--- config.mk ---
export PLATFORM = sky130hd
export DESIGN_NAME = ssp_port
export DESIGN_NICKNAME = d
export VERILOG_FILES = /design/src/rtl/ssp_pkg.sv /design/src/rtl/ssp_sync.sv /design/src/rtl/ssp_shifter.sv /design/src/rtl/ssp_regs.sv /design/src/rtl/ssp_port.sv
export SDC_FILE = /design/constraint.sdc
export NUM_CORES = 1
export LEC_CHECK = 0
export BUFFER_PORTS_ARGS = -buffer_cell sky130_fd_sc_hd__buf_2
export CORE_UTILIZATION = 50
export DETAILED_ROUTE_END_ITERATION = 12
export PLACE_DENSITY = 0.7
export SYNTH_ARGS = -nofsm -noshare
export SYNTH_HDL_FRONTEND = slang
export SYNTH_SLANG_ARGS = --single-unit
--- constraint.sdc ---
create_clock -name clk -period 2.8 [get_ports clk]
set_clock_uncertainty 0.15 [all_clocks]
set_input_delay 0.84 -clock clk [delete_from_list [all_inputs] [get_ports clk]]
set_output_delay 0.84 -clock clk [all_outputs]
set_load 0.1 [all_outputs]
--- src/rtl/ssp_pkg.sv ---
package ssp_pkg;
   typedef enum logic [1:0] {
      MODE_STD = 2'b00,
      MODE_DUP = 2'b01,
      MODE_CSH = 2'b10,
      MODE_CSF = 2'b11
   } ssp_mode_e;

   localparam logic [1:0] ADDR_CTRL = 2'd0;
   localparam logic [1:0] ADDR_DATA = 2'd1;
   localparam logic [1:0] ADDR_STAT = 2'd2;
   localparam logic [1:0] ADDR_DIV  = 2'd3;

   localparam int BUS_W = 8;
endpackage

--- src/rtl/ssp_sync.sv ---
module ssp_sync #(
   parameter int STAGES = 2
) (
   input  logic clk,
   input  logic rst_n,
   input  logic async_n,
   output logic fall
);
   logic [STAGES-1:0] chain;
   logic              prev;

   generate
      if (STAGES < 2) begin : g_bad
         $error("ssp_sync: STAGES must be at least 2");
      end
      for (genvar i = 0; i < STAGES; i++) begin : g_stage
         if (i == 0) begin : g_first
            always_ff @(posedge clk or negedge rst_n) begin
               if (!rst_n) chain[i] <= 1'b1;
               else        chain[i] <= async_n;
            end
         end else begin : g_next
            always_ff @(posedge clk or negedge rst_n) begin
               if (!rst_n) chain[i] <= 1'b1;
               else        chain[i] <= chain[i-1];
            end
         end
      end
   endgenerate

   always_ff @(posedge clk or negedge rst_n) begin
      if (!rst_n) prev <= 1'b1;
      else        prev <= chain[STAGES-1];
   end

   assign fall = prev & ~chain[STAGES-1];

   assert_fall_single_R8: assert property (@(posedge clk) disable iff (!rst_n)
      fall |=> !fall);
endmodule

--- src/rtl/ssp_shifter.sv ---
module ssp_shifter #(
   parameter int BITS  = 8,
   parameter int DIV_W = 8
) (
   input  logic             clk,
   input  logic             rst_n,
   input  logic             start,
   input  logic [BITS-1:0]  load,
   input  logic             cpha,
   input  logic [DIV_W-1:0] div,
   input  logic             rx_pin,
   output logic             busy,
   output logic             lvl,
   output logic             out_bit,
   output logic [BITS-1:0]  rx_byte,
   output logic             fin
);
   localparam int EDGES  = 2 * BITS;
   localparam int EDGE_W = $clog2(EDGES);
   localparam logic [EDGE_W-1:0] LAST = EDGE_W'(EDGES - 1);

   generate
      if (BITS < 2) begin : g_bad
         $error("ssp_shifter: BITS must be at least 2");
      end
   endgenerate

   logic [DIV_W-1:0]  div_cnt;
   logic [EDGE_W-1:0] edges;
   logic [BITS-1:0]   tx;
   logic              tick, lead, samp;

   assign tick = busy && (div_cnt == div);
   assign lead = ~edges[0];
   assign samp = lead ^ cpha;
   assign fin  = tick && (edges == LAST);

   always_ff @(posedge clk or negedge rst_n) begin
      if (!rst_n) begin
         busy    <= 1'b0;
         lvl     <= 1'b0;
         out_bit <= 1'b0;
         div_cnt <= '0;
         edges   <= '0;
         tx      <= '0;
         rx_byte <= '0;
      end else if (busy) begin
         if (tick) begin
            lvl     <= ~lvl;
            edges   <= edges + 1'b1;
            div_cnt <= '0;
            if (samp) begin
               rx_byte <= {rx_byte[BITS-2:0], rx_pin};
            end else begin
               out_bit <= tx[BITS-1];
               tx      <= {tx[BITS-2:0], 1'b0};
            end
            if (edges == LAST) busy <= 1'b0;
         end else begin
            div_cnt <= div_cnt + 1'b1;
         end
      end else if (start) begin
         busy    <= 1'b1;
         lvl     <= 1'b0;
         div_cnt <= '0;
         edges   <= '0;
         if (cpha) begin
            out_bit <= 1'b0;
            tx      <= load;
         end else begin
            out_bit <= load[BITS-1];
            tx      <= {load[BITS-2:0], 1'b0};
         end
      end
   end

   assert_hold_level_R4: assert property (@(posedge clk) disable iff (!rst_n)
      (busy && div_cnt != div) |=> lvl == $past(lvl));
   assert_idle_level_R5: assert property (@(posedge clk) disable iff (!rst_n)
      !busy |-> !lvl);
   assert_fin_ends_R6: assert property (@(posedge clk) disable iff (!rst_n)
      fin |=> !busy);
endmodule

--- src/rtl/ssp_regs.sv ---
module ssp_regs
   import ssp_pkg::*;
#(
   parameter int DIV_W = 8
) (
   input  logic             clk,
   input  logic             rst_n,
   input  logic [1:0]       addr,
   input  logic             we,
   input  logic [BUS_W-1:0] wdata,
   input  logic             fall,
   input  logic             fin,
   input  logic             busy,
   input  logic [BUS_W-1:0] rx_byte,
   output logic [BUS_W-1:0] rdata,
   output ssp_mode_e        mode,
   output logic             cpol,
   output logic             cpha,
   output logic [DIV_W-1:0] div,
   output logic             start,
   output logic             irq,
   output logic             con_pend
);
   generate
      if (DIV_W < 1 || DIV_W > BUS_W) begin : g_bad
         $error("ssp_regs: DIV_W must be 1..8");
      end
   endgenerate

   logic con_ie, done;
   logic wr_ctrl, wr_stat, wr_div, con_set, irq_set;

   assign wr_ctrl = we && (addr == ADDR_CTRL);
   assign wr_stat = we && (addr == ADDR_STAT);
   assign wr_div  = we && (addr == ADDR_DIV);
   assign start   = we && (addr == ADDR_DATA) && !busy;
   assign con_set = fall && mode[1];
   assign irq_set = fin || (con_set && con_ie);

   always_ff @(posedge clk or negedge rst_n) begin
      if (!rst_n) begin
         mode     <= MODE_STD;
         cpol     <= 1'b0;
         cpha     <= 1'b0;
         con_ie   <= 1'b0;
         con_pend <= 1'b0;
         done     <= 1'b0;
         irq      <= 1'b0;
         div      <= '0;
      end else begin
         if (wr_ctrl) begin
            mode     <= ssp_mode_e'(wdata[1:0]);
            cpol     <= wdata[2];
            cpha     <= wdata[3];
            con_ie   <= wdata[4];
            con_pend <= con_set | (con_pend & wdata[5]);
         end else begin
            con_pend <= con_pend | con_set;
         end
         if (wr_stat) begin
            done <= fin | (done & wdata[0]);
            irq  <= irq_set | (irq & wdata[1]);
         end else begin
            done <= done | fin;
            irq  <= irq | irq_set;
         end
         if (wr_div) div <= wdata[DIV_W-1:0];
      end
   end

   always_comb begin
      case (addr)
         ADDR_CTRL: rdata = {2'b00, con_pend, con_ie, cpha, cpol, mode};
         ADDR_DATA: rdata = rx_byte;
         ADDR_STAT: rdata = {5'b0, busy, irq, done};
         default:   rdata = BUS_W'(div);
      endcase
   end

   assert_con_set_R8: assert property (@(posedge clk) disable iff (!rst_n)
      (fall && mode[1]) |=> con_pend);
   assert_con_quiet_R10: assert property (@(posedge clk) disable iff (!rst_n)
      (fall && !mode[1] && !wr_ctrl) |=> $stable(con_pend));
   assert_irq_path_R9: assert property (@(posedge clk) disable iff (!rst_n)
      (fall && mode[1] && !con_ie && !fin && !wr_stat) |=> irq == $past(irq));
endmodule

--- src/rtl/ssp_port.sv ---
module ssp_port
   import ssp_pkg::*;
#(
   parameter int DIV_W       = 8,
   parameter int SYNC_STAGES = 2
) (
   input  logic       clk,
   input  logic       rst_n,
   input  logic [1:0] bus_addr,
   input  logic       bus_we,
   input  logic [7:0] bus_wdata,
   output logic [7:0] bus_rdata,
   output logic       sclk,
   output logic       sd0_out,
   output logic       sd0_oe,
   input  logic       sd0_in,
   output logic       sd1_out,
   output logic       sd1_oe,
   input  logic       sd1_in,
   input  logic       chs_n,
   output logic       irq,
   output logic       con_flag
);
   localparam int BITS = BUS_W;

   ssp_mode_e        mode;
   logic             cpol, cpha, start, fall, fin, busy, lvl, out_bit, rx_pin;
   logic [DIV_W-1:0] div;
   logic [BITS-1:0]  rx_byte;
   logic             tx_on_sd1, rx_on_sd0;

   ssp_sync #(.STAGES(SYNC_STAGES)) u_sync (
      .clk(clk), .rst_n(rst_n), .async_n(chs_n), .fall(fall));

   ssp_regs #(.DIV_W(DIV_W)) u_regs (
      .clk(clk), .rst_n(rst_n), .addr(bus_addr), .we(bus_we), .wdata(bus_wdata),
      .fall(fall), .fin(fin), .busy(busy), .rx_byte(rx_byte), .rdata(bus_rdata),
      .mode(mode), .cpol(cpol), .cpha(cpha), .div(div), .start(start),
      .irq(irq), .con_pend(con_flag));

   ssp_shifter #(.BITS(BITS), .DIV_W(DIV_W)) u_shift (
      .clk(clk), .rst_n(rst_n), .start(start), .load(bus_wdata), .cpha(cpha),
      .div(div), .rx_pin(rx_pin), .busy(busy), .lvl(lvl), .out_bit(out_bit),
      .rx_byte(rx_byte), .fin(fin));

   assign tx_on_sd1 = (mode == MODE_CSH);
   assign rx_on_sd0 = (mode == MODE_STD);
   assign rx_pin    = rx_on_sd0 ? sd0_in : sd1_in;
   assign sd0_oe    = busy & ~tx_on_sd1;
   assign sd1_oe    = busy & tx_on_sd1;
   assign sd0_out   = sd0_oe & out_bit;
   assign sd1_out   = sd1_oe & out_bit;
   assign sclk      = lvl ^ cpol;

   assert_pin_excl_R3: assert property (@(posedge clk) disable iff (!rst_n)
      $onehot0({sd0_oe, sd1_oe}));
endmodule

* Word level (Yosys, flattened, before mapping) *
Index checks and enable logic that the tools add are counted.

storage, ports and cells
  flip-flop bits (word level) = 50
  bits in latches = 0
  memory bits (writable) = 0
  memory bits (read-only) = 0
  input bits = 16
  logic and storage cells = 93
  memories kept = 0

cells by class
  $add $sub $neg = 2
  multipliers = 0
  div/mod/pow operators = 0
  magnitude comparators = 0
  equal/unequal tests = 8
  shift operators = 0
  multiplexer cells = 28
  bitwise operators = 20
  reductions and logical operators = 17

operator list
  cell                   number
  $mux W8                8
  $pmux W8 S3            1
  $mux W1                16
  $mux W4                3
  $logic_and A1 B1 Y1    9
  $add A8 B1 Y8 const B  1
  $and A1 B1 Y1          8
  $eq A8 B8 Y1           1
  $eq A2 B2 Y1 const B   3
  $or A1 B1 Y1           6
  $reduce_and A3 Y1      2
  $add A4 B1 Y4 const B  1
  $eq A4 B4 Y1 const B   1
  $logic_not A2 Y1       2
  $ne A2 B2 Y1 const B   2
  $not A1 Y1             4
  $eq A2 B1 Y1 const B   1
  $reduce_and A2 Y1      1
  $reduce_bool A2 Y1     1
  $xor A1 B1 Y1          2
  $logic_not A1 Y1       1
  $logic_or A1 B1 Y1     1

* Longest topological paths before layout *
Gate-level depths: netlist of the first run.

  word-level depth = 7
  depth in mapped cells = 6

* Cells and area by module *
A second synthesis of the first run with hierarchy kept.

unflattened totals
  cells, all modules = 275
  area total of the unflattened synthesis = 2854.0 um^2

modules (own cells, without submodules)
  module       times used  cells each  area each (um^2)  seq. area each (um^2)
  ssp_shifter  1           200         1864.3            775.7
  ssp_regs     1           61          839.6             400.4
  ssp_sync     1           4           92.6              78.8
  ssp_port     1           10          57.6              0.0

* Worst setup path before layout of the first run *
OpenSTA, ideal clock, no wires.

  path kind = in2out
  start point = input port bus_addr[0]
  end point = output port bus_rdata[5]
  arrival time = 3.656 ns
  data required time = 1.810 ns
  slack = -1.846 ns
  stages on the path = 4
  buffers on the path = 2
  path through = clkbuf_1 -> buf_1 -> mux2i_1 -> o21ai_0

between the ends
  longest elaborated chain between the ends = 2
  elaborated cells between the ends (all ways) = 4
  classes of those cells = eq/ne (2); mux (1); reduce/logical (1)

RTL lines
  item                                        line            text
  start: declaration                          ssp_port.sv:9   input logic [1:0] bus_addr,
  $eq A2 B2 Y1, or another cell as far along  ssp_regs.sv:72  case (addr)
  $pmux W8 S3 (*)                             ssp_regs.sv:72
  end: declaration                            ssp_port.sv:12  output logic [7:0] bus_rdata,

Mark *: on every way between the ends. The rest lies on a longest branch, timed or not.

* Worst setup path after layout of the first run *
  start point = input port bus_addr[0]
  end point = output port bus_rdata[0]

Same word-level chain as after synthesis.

==> flow_summary.ini, run 1 <==
[run_status]
status = completed

[grt]
grt_use_total_pct = 22.1
antenna_found_initial = 0
grt_max_degree = 27
grt.overflow.total = 0
grt_pass1_wl_um = 8760
grt_pass1_vias = 1701

[synthesis]
synth-seq-cells = 50
async_flop_share_pct = 100
synth-seq-area-share_pct = 49.4
yosysWarnings = 0
synth_cell_types = 37
synth_edf_count = 0
syn_area_um2 = 2540
synthCells = 230
synth.avg_cell_area_um2 = 11.0
ys.flop_type = dfrtp_1
syn-num-nets = 248

[final_layout]
utilization_pct = 64.8
drive_gt1_share_pct = 37.0
syn2layout_area_growth_pct = 23.0
n_antenna_cell = 0
fill_cells = 420
multiInputGateArea_um2 = 1280
fin_nets = 287
regArea_um2 = 1250

[sta]
setup_viol = 0
tns_ns = 0
period_share_pct = 98.8
hold_violations = 0
hold_slack_ns = 0.210
drv_slew = 0
tightest_slew_ns = 0.618
min_period_ns = 2.77
max-slew-margin-rel_pct = 58.8
max_freq_ghz = 0.361
rsz0062_at_grt = no

[power_and_ir_drop]
powerDensity_nw_per_um2 = 873
finalPower_uw = 2730
p_leak_uw = 0.00141
ir_drop_uv = 643

[worst_setup_path]
required_ns = 1.81
critPathKind = input pin to output pin
cp-start-kind = input pin
cp_cell_sequence = buf_2, mux4_2, clkbuf_4
cpPeakStageDelay_ns = 0.50
worstPathArrival_ns = 1.78
critPathSlowestCell = mux4_2
cp-end-kind = output pin
critPathMaxFanout = 3

[clocking]
cts.path.max_buffers = 2
cts_htree_levels = 2
post-cts-setup-buffers = 0
numCtsBuffers = 5
cts_tree = yes
cts_sinks = 50
clk_latency_ns = 0.30
root_buffer = clkbuf_8
hold_buffers = 0
clkTransAtPathRegs_ns = 0.09

[die]
die_w_um = 73.3
core-area_um2 = 4820
fp-row-count = 25
die_h_um = 73.3
ios = 31
die_area_um2 = 5370
initial_core_util_pct = 52.7

[detailed_routing]
wirelength_um = 5410
dr.first_iter.drc_count = 73
avgRoutedWirePerCell_um = 16.0
vias = 1864
vias_per_cell = 5.53
drc = 0
drt_first_pass_iters = 4
antenna_left = 0

[min_path]
hp-class = flip-flop to flip-flop

[place]
place.gp.congestion = 0.770
portBuffers = 30
dpl.hpwl_um = 4000

[run]
maxCapViolations = 0
-- cell usage in the layout, fill, tap and decap left out, types with 2 or more instances in the layout --
cell type,instances
a211o_1,2
buf_2,21
nor2_1,9
nor2b_4,2
inv_1,6
nor3_1,5
clkbuf_8,5
nand4_1,3
xnor2_1,13
xor2_1,2
buf_12,8
mux2_2,30
buf_4,12
dfrtp_1,47
nor2_2,2
nand3_1,10
mux2i_1,12
ha_1,2
o21ai_4,3
dfstp_2,3
o21ai_0,19
mux4_2,3
nand2_1,28
-- cell usage after synthesis (2+ instances only) --
library cell | instances | area (um^2)
nand4_1 | 3 | 18.8
nor2_1 | 10 | 37.5
dfstp_2 | 3 | 78.8
nor2b_1 | 3 | 18.8
clkbuf_1 | 6 | 22.5
nor3_1 | 5 | 25.0
o21ai_0 | 22 | 110
mux2_2 | 30 | 338
nand3_1 | 10 | 50.1
mux2i_1 | 13 | 130
nand2_1 | 28 | 105
a211o_1 | 2 | 17.5
mux4_2 | 3 | 67.6
xnor2_1 | 13 | 114
ha_1 | 2 | 25.0
dfrtp_1 | 47 | 1180
inv_1 | 6 | 22.5
buf_1 | 3 | 11.3
xor2_1 | 3 | 26.3
-- metal layers --
layer  track usage, %  part of all wire (%)  vias up
li1                 -                     -      895
met5                0                     0        -
met3             3.70                   2.9        5
met4             6.32                  0.85        0
met2             32.7                    47       35
met1             33.3                    49      929
-- cell families after synthesis --
family | Yosys count | synth area share [%]
AO/OA/AOI/OAI | 31 | 7.34
XOR/XNOR | 16 | 5.52
adder cells (fa/ha/maj) | 2 | 0.986
buffers and inverters | 16 | 2.66
flip-flops | 50 | 49.4
multiplexers | 46 | 21.1
AND/OR/NAND/NOR | 69 | 13.0
-- sequential cells by signal (all words and copies together) (netlist names), 2 cells and up --
name	flops
u_regs.div	8
u_shift.tx	8
u_shift.edges	4
u_shift.div_cnt	8
u_sync.chain	2
u_regs.mode	2
u_shift.rx_byte	8
-- timing repair --
item                                    4_1_cts  5_1_grt
resized for setup                             0        3
hold endpoints to repair                      0        0
endpoints found under the setup margin        0        2
-- report_power, final --
part           leakage, uW  switching (uW)  internal [uW]
clock            0.0000587             252            271
sequential        0.000625             208            920
combinational     0.000731             646            430
total              0.00141            1100           1620
-- layout make-up --
type                            count  area share (%)
Inverter                            6           0.721
Clock inverter                      3            1.52
Timing Repair Buffer               42            11.6
Multi-Input combinational cell    164            41.0
Clock buffer                        5            2.20
Tap cell                           67            2.69
Sequential cell                    50            40.2
-- worst max-delay path: cells and delay by family --
kind	cells	cell delay, ns
buffers and inverters	2	0.44
multiplexers	1	0.50
-- through the flow --
| step | cell area [um^2] | instances | setup WS, ns |
|---|---|---|---|
| floorplan | 2630 | 230 | -0.0715 |
| global placement | 3000 | 329 | 0.0252 |
| detailed placement | 3000 | 329 | 0.0203 |
| CTS | 3120 | 337 | 0.0178 |
| global route | 3120 | 337 | 0.00629 |
| finish | 3120 | 337 | 0.0335 |
-- worst paths after layout --
path,startpoint,end,slack [ns],cells past startpoint
hold reg to reg,u_sync.chain[0]$_DFF_PN1_,u_sync.chain[1]$_DFF_PN1_,0.21,0
min in group asynchronous,rst_n,u_shift.edges[1]$_DFFE_PN0P_,0.39,1
setup reg to reg,u_shift.div_cnt[6]$_DFFE_PN0P_,u_shift.rx_byte[4]$_DFFE_PN0P_,0.49,5
setup / recovery,bus_addr[0],bus_rdata[0],0.03,3
max in group asynchronous,rst_n,u_sync.chain[0]$_DFF_PN1_,1.42,2
hold / removal,u_sync.chain[0]$_DFF_PN1_,u_sync.chain[1]$_DFF_PN1_,0.21,0
Note: power is estimated with default switching activity, not from simulation.
==> inputs of run 2 (changes only) <==
--- a/config.mk
+++ b/config.mk
@@ -8,7 +8,7 @@
 export BUFFER_PORTS_ARGS = -buffer_cell sky130_fd_sc_hd__buf_2
 export CORE_UTILIZATION = 50
 export DETAILED_ROUTE_END_ITERATION = 12
-export PLACE_DENSITY = 0.7
+export PLACE_DENSITY = 0.76
 export SYNTH_ARGS = -nofsm -noshare
 export SYNTH_HDL_FRONTEND = slang
 export SYNTH_SLANG_ARGS = --single-unit
==> run 2 against run 1 <==
- first-iteration DRC count up 21%
- via count down 0.38%
- register-to-register slack about the same
- wire length up 0.15%
- worst setup slack worse by 0.015 ns
- sequential share of layout area down 0.073 points
- utilization up 0.18 points
- final cell count unchanged
- combinational power about the same
- count of clock-buffer cells in the layout unchanged
==> flow_summary.ini, run 2 (same netlist as run 1, synthesis figures left out) <==
[run_status]
status = completed

[grt]
grt.overflow.total = 0
grt_pass1_vias = 1830
grt_pass1_wl_um = 8910
grt_use_total_pct = 22.6
grt_max_degree = 32
antenna_found_initial = 0

[clocking]
clkTransAtPathRegs_ns = 0.09
cts.path.max_buffers = 2
numCtsBuffers = 5
cts_htree_levels = 2
root_buffer = clkbuf_8
hold_buffers = 0
cts_sinks = 50
cts_tree = yes
post-cts-setup-buffers = 0
cts_resized = 0
clk_latency_ns = 0.30

[final_layout]
drive_gt1_share_pct = 37.4
syn2layout_area_growth_pct = 23.3
layout_common_cells = dfrtp_1, mux2_2, nand2_1
stdcell_count = 337
mostFrequentLayoutCell = dfrtp_1
n_antenna_cell = 0
fin_nets = 287

[sta]
setup_viol = 0
period_share_pct = 99.3
hold_slack_ns = 0.213
rsz0062_at_grt = no
min_period_ns = 2.78
drv_slew = 0
max-slew-margin-rel_pct = 66.6
tightest_slew_ns = 0.501
max_freq_ghz = 0.360
hold_violations = 0

[worst_setup_path]
cpPeakStageDelay_ns = 0.50
critPathSlowestCell = mux4_2
crit_top_cell = buf_2
cp_cell_sequence = buf_2, mux4_2, buf_2
cp-end-kind = output pin
r2r_setup_slack_ns = 0.48
cp-start-kind = input pin
critPathMaxFanout = 4
rr_startpoint = u_shift.div_cnt[6]$_DFFE_PN0P_
worstPathArrival_ns = 1.79
reg2reg_depth = 5
critPathKind = input pin to output pin
required_ns = 1.81
rr_endpoint = u_shift.rx_byte[7]$_DFFE_PN0P_

[min_path]
hp-class = flip-flop to flip-flop
hold_depth = 0
hp-start = u_sync.chain[0]$_DFF_PN1_
min_to = u_sync.chain[1]$_DFF_PN1_

[die]
die_w_um = 73.3
ios = 31
core-area_um2 = 4820
initial_core_util_pct = 52.7
die_area_um2 = 5370
fp-row-count = 25
die_h_um = 73.3

[power_and_ir_drop]
ir_drop_uv = 807
powerDensity_nw_per_um2 = 871
p_leak_uw = 0.00141

[place]
dp_cells = 329
dpl.hpwl_um = 3990
place.gp.congestion = 0.793
portBuffers = 30

[detailed_routing]
dr.first_iter.drc_count = 88
vias = 1857
drc = 0
vias_per_cell = 5.51
avgRoutedWirePerCell_um = 16.1
wirelength_um = 5420
drt_first_pass_iters = 4
antenna_left = 0

[run]
maxCapViolations = 0
run 2: changes by cell type in the layout (fill, tap and decap cells not counted):
| cell | delta |
|---|---|
| buf_2 | +1 |
| dfrtp_2 | +1 |
| clkinvlp_4 | +2 |
| inv_6 | -1 |
| buf_12 | +1 |
| clkbuf_4 | -1 |
| buf_4 | -1 |
| dfrtp_1 | -1 |
| clkinv_4 | -1 |
run 2: through the flow:
step           power [uW]  util [%]  worst slack (ns)  instance area [um^2]  TNS (ns)
2_1_floorplan        1940         -           -0.0715                  2630    -0.131
4_1_cts              2740      65.0            0.0210                  3130         0
3_5_place_dp         2220      62.6            0.0337                  3020         0
5_1_grt              2870      65.0           0.00343                  3130         0
3_3_place_gp         2190      62.6            0.0431                  3020         0
6_report             2730      65.0            0.0190                  3130         0
run 2: report_power, final:
part | internal (uW) | leakage (uW) | switching (uW)
registers | 920 | 0.000625 | 211
logic | 433 | 0.000736 | 651
clock network | 266 | 0.0000504 | 246
run 2: layout make-up:
type,instances,area (um^2)
flip-flops and latches,50,1260
clock buffers,5,68.8
multi-input cells,164,1280
inverters,6,22.5
clock inverters,3,45.0
repair buffers,42,373
fillers,401,1690
well taps,67,83.8
run 2: worst max-delay path by stage:
| stage | startpoint | to | depth (start not counted) |
|---|---|---|---|
| 2_1_floorplan | bus_addr[0] | bus_rdata[5] | 4 |
| 3_3_place_gp | bus_addr[0] | bus_rdata[1] | 3 |
| 3_5_place_dp | bus_addr[0] | bus_rdata[0] | 3 |
| 4_1_cts | bus_addr[0] | bus_rdata[0] | 3 |
| 5_1_grt | bus_addr[0] | bus_rdata[0] | 3 |
| 6_report | bus_addr[0] | bus_rdata[0] | 3 |
run 2: critical path: cells and delay by family:
family / cells / cell delay (ns)
buffers and inverters: 2 / 0.45
multiplexers: 1 / 0.50
run 2: metal layers:
layer	vias to the layer above	GRT usage, %	part of all wire, %
met1	927	32.1	47
met5	-	0	0
met2	38	34.9	48
met3	10	3.70	3.7
met4	0	8.93	1.2
li1	882	-	-
==> inputs of run 3 (changes only) <==
--- a/config.mk
+++ b/config.mk
@@ -5,10 +5,12 @@
 export SDC_FILE = /design/constraint.sdc
 export NUM_CORES = 1
 export LEC_CHECK = 0
+export ABC_AREA = 1
 export BUFFER_PORTS_ARGS = -buffer_cell sky130_fd_sc_hd__buf_2
 export CORE_UTILIZATION = 50
 export DETAILED_ROUTE_END_ITERATION = 12
 export PLACE_DENSITY = 0.76
 export SYNTH_ARGS = -nofsm -noshare
 export SYNTH_HDL_FRONTEND = slang
+export SYNTH_HIERARCHICAL = 1
 export SYNTH_SLANG_ARGS = --single-unit
==> run 3 against run 2 <==
- design area is 5.6% higher
- combinational power is 22% higher
- maximum frequency is 2.8% higher
- critical endpoint is now bus_rdata[4]
- worst setup slack better by 0.077 ns
- via count is 27% higher
- sequential share of layout area is 2.1 points lower
==> flow_summary.ini, run 3 <==
[worst_setup_path]
path_buf_inv = 3
critPathSlowestCell = buf_2
crit_cells = 6
reg2reg_depth = 6
required_ns = 1.81
critPathMaxFanout = 10
cp-end-kind = output pin
cp-start-kind = input pin
crit_family = buffers and inverters
worstPathArrival_ns = 1.71
cpPeakStageDelay_ns = 0.30
cp_cell_sequence = buf_2, inv_8, nor2_4, nand2_1, nand3_2, buf_12
critPathKind = input pin to output pin

[power_and_ir_drop]
p_leak_uw = 0.00170
finalPower_uw = 2940
p_int_uw = 1610
ir_drop_uv = 427
p_sw_share_pct = 45.2
comb_power_share_pct = 44.9
seqPwrFrac_pct = 38.2
powerDensity_nw_per_um2 = 889
pwr-share-clk_pct = 17.0
net-switching-power_uw = 1330

[min_path]
hp-class = flip-flop to flip-flop
hold_depth = 0

[final_layout]
drive_gt1_share_pct = 23.0
fin_nets = 396
layout_common_cells = nand2_1, dfrtp_1, inv_1
mostFrequentLayoutCell = nand2_1
fill_cells = 501
multiInputGateArea_um2 = 1310
syn2layout_area_growth_pct = 16.4
regArea_um2 = 1250
stdcell_count = 451
n_antenna_cell = 0

[sta]
drv_slew = 0
hold_violations = 0
max-slew-margin-rel_pct = 61.1
min_period_ns = 2.70
period_share_pct = 96.6
tightest_slew_ns = 0.584
rsz0062_at_grt = no
setup_viol = 0
max_freq_ghz = 0.370

[grt]
grt_pass1_wl_um = 10600
antenna_found_initial = 0
grt_use_total_pct = 22.5
grt.overflow.total = 0
grt_max_degree = 28
grt_pass1_vias = 2294

[clocking]
cts_sinks = 50
cts.path.max_buffers = 2
cts_resized = 0
numCtsBuffers = 5
root_buffer = clkbuf_8
clkTransAtPathRegs_ns = 0.09
cts_tree = yes
hold_buffers = 0
cts_htree_levels = 2
clk_latency_ns = 0.30
post-cts-setup-buffers = 0

[detailed_routing]
wirelength_um = 6200
vias_per_cell = 5.21
vias = 2350
avgRoutedWirePerCell_um = 13.8
drt_first_pass_iters = 5
antenna_left = 0
drc = 0
dr.first_iter.drc_count = 176

[synthesis]
syn_area_um2 = 2840
synth_cell_types = 31
synth_top_family_by_area = simple AND/OR/NAND/NOR gates
syn-num-nets = 366
synth_area_leaders = dfrtp_1, nand2_1, inv_1, nand3_1, o21ai_0
synthAdderAreaFrac_pct = 0.881
synthTopCellsByCount = nand2_1, dfrtp_1, inv_1, nand3_1, o21ai_0
synth-seq-area-share_pct = 44.2
synth.avg_cell_area_um2 = 8.16
yosysWarnings = 6
synth_mux_area_share_pct = 0
synthCells = 348
ys.flop_type = dfrtp_1
synth-seq-cells = 50
synth-simple-area-share_pct = 29.5
synth-xor-area-share_pct = 4.32
synth_edf_count = 0
yosysMostFrequentCell = nand2_1
synth_compound_area_share_pct = 10.4
yosysTopAreaCellShare_pct = 41.4
async_flop_share_pct = 100
yosys.area.top_type = dfrtp_1

[place]
dp_cells = 443
dpl.hpwl_um = 4680
place.gp.congestion = 0.833
portBuffers = 30

[die]
die_h_um = 77.4
core-area_um2 = 5470
initial_core_util_pct = 51.9
fp-row-count = 27
die_area_um2 = 5980
die_w_um = 77.4
ios = 31

[run_status]
status = completed

[run]
maxCapViolations = 0
## run 3: changes by cell type after synthesis, sizes merged, moves of 5 or more
cell    change
buf         +5
inv        +47
mux2       -30
mux2i      -13
nand2      +89
nand3      +16
nand4       +9
nor2        +5
o21ai       +9
o221ai      +7
## run 3: cells by family (layout without fill, tap and decap cells)
family	after synthesis	count (layout)
fa+ha+maj	2	2
xor+xnor	14	14
simple gates	175	175
buf+inv	65	96
compound gates	42	42
flops	50	50
## run 3: power by group through the flow
stage	Sequential, uW	Clock [uW]	Combinational (uW)
2_1_floorplan	1140	0	990
3_3_place_gp	1130	0	1280
3_5_place_dp	1130	0	1320
4_1_cts	1120	514	1320
5_1_grt	1150	541	1440
6_report	1120	498	1320
## run 3: area by class of cell
cell class | instances | area share [%]
clock inverter | 3 | 1.21
timing repair buffer | 34 | 9.92
inverter | 54 | 6.51
sequential | 50 | 38.0
tap | 72 | 2.73
multi-input combinational | 233 | 39.6
clock buffer | 5 | 2.08
## run 3: worst register-to-register path: stages (launching register included)
cell,delay [ns]
dfrtp_1,0.51
buf_4,0.28
nand2_1,0.37
nor2_8,0.38
nand2_1,0.10
o21ai_1,0.09
inv_1,0.06
## run 3: per-layer routing
| metal | share of wire (%) | track usage, % |
|---|---|---|
| met1 | 45 | 29.0 |
| met2 | 49 | 37.5 |
| met3 | 4.8 | 4.59 |
| met4 | 1.6 | 8.11 |
| met5 | 0 | 0 |
## run 3: final timing paths
check | slack, ns | from | to
hold / removal | 0.21 | u_sync/chain[0]$_DFF_PN1_ | u_sync/chain[1]$_DFF_PN1_
setup / recovery | 0.1 | bus_addr[0] | bus_rdata[4]
hold reg to reg | 0.21 | u_sync/chain[0]$_DFF_PN1_ | u_sync/chain[1]$_DFF_PN1_
min in group asynchronous | 0.37 | rst_n | u_shift/rx_byte[1]$_DFFE_PN0P_
max in group asynchronous | 1.50 | rst_n | u_sync/chain[0]$_DFF_PN1_
setup reg to reg | 0.78 | u_shift/busy$_DFF_PN0_ | u_shift/rx_byte[2]$_DFFE_PN0P_
## run 3: per-stage QoR
stage | worst slack (ns) | cell area, um^2 | TNS (ns) | hold WS [ns] | utilization (%)
floorplan | -0.152 | 2890 | -0.467 | 0.195 | -
global placement | 0.135 | 3200 | 0 | 0.203 | 58.4
detailed placement | 0.0816 | 3200 | 0 | 0.203 | 58.4
CTS | 0.0822 | 3300 | 0 | 0.206 | 60.4
global route | 0.0276 | 3300 | 0 | 0.212 | 60.4
finish | 0.0955 | 3300 | 0 | 0.207 | 60.4
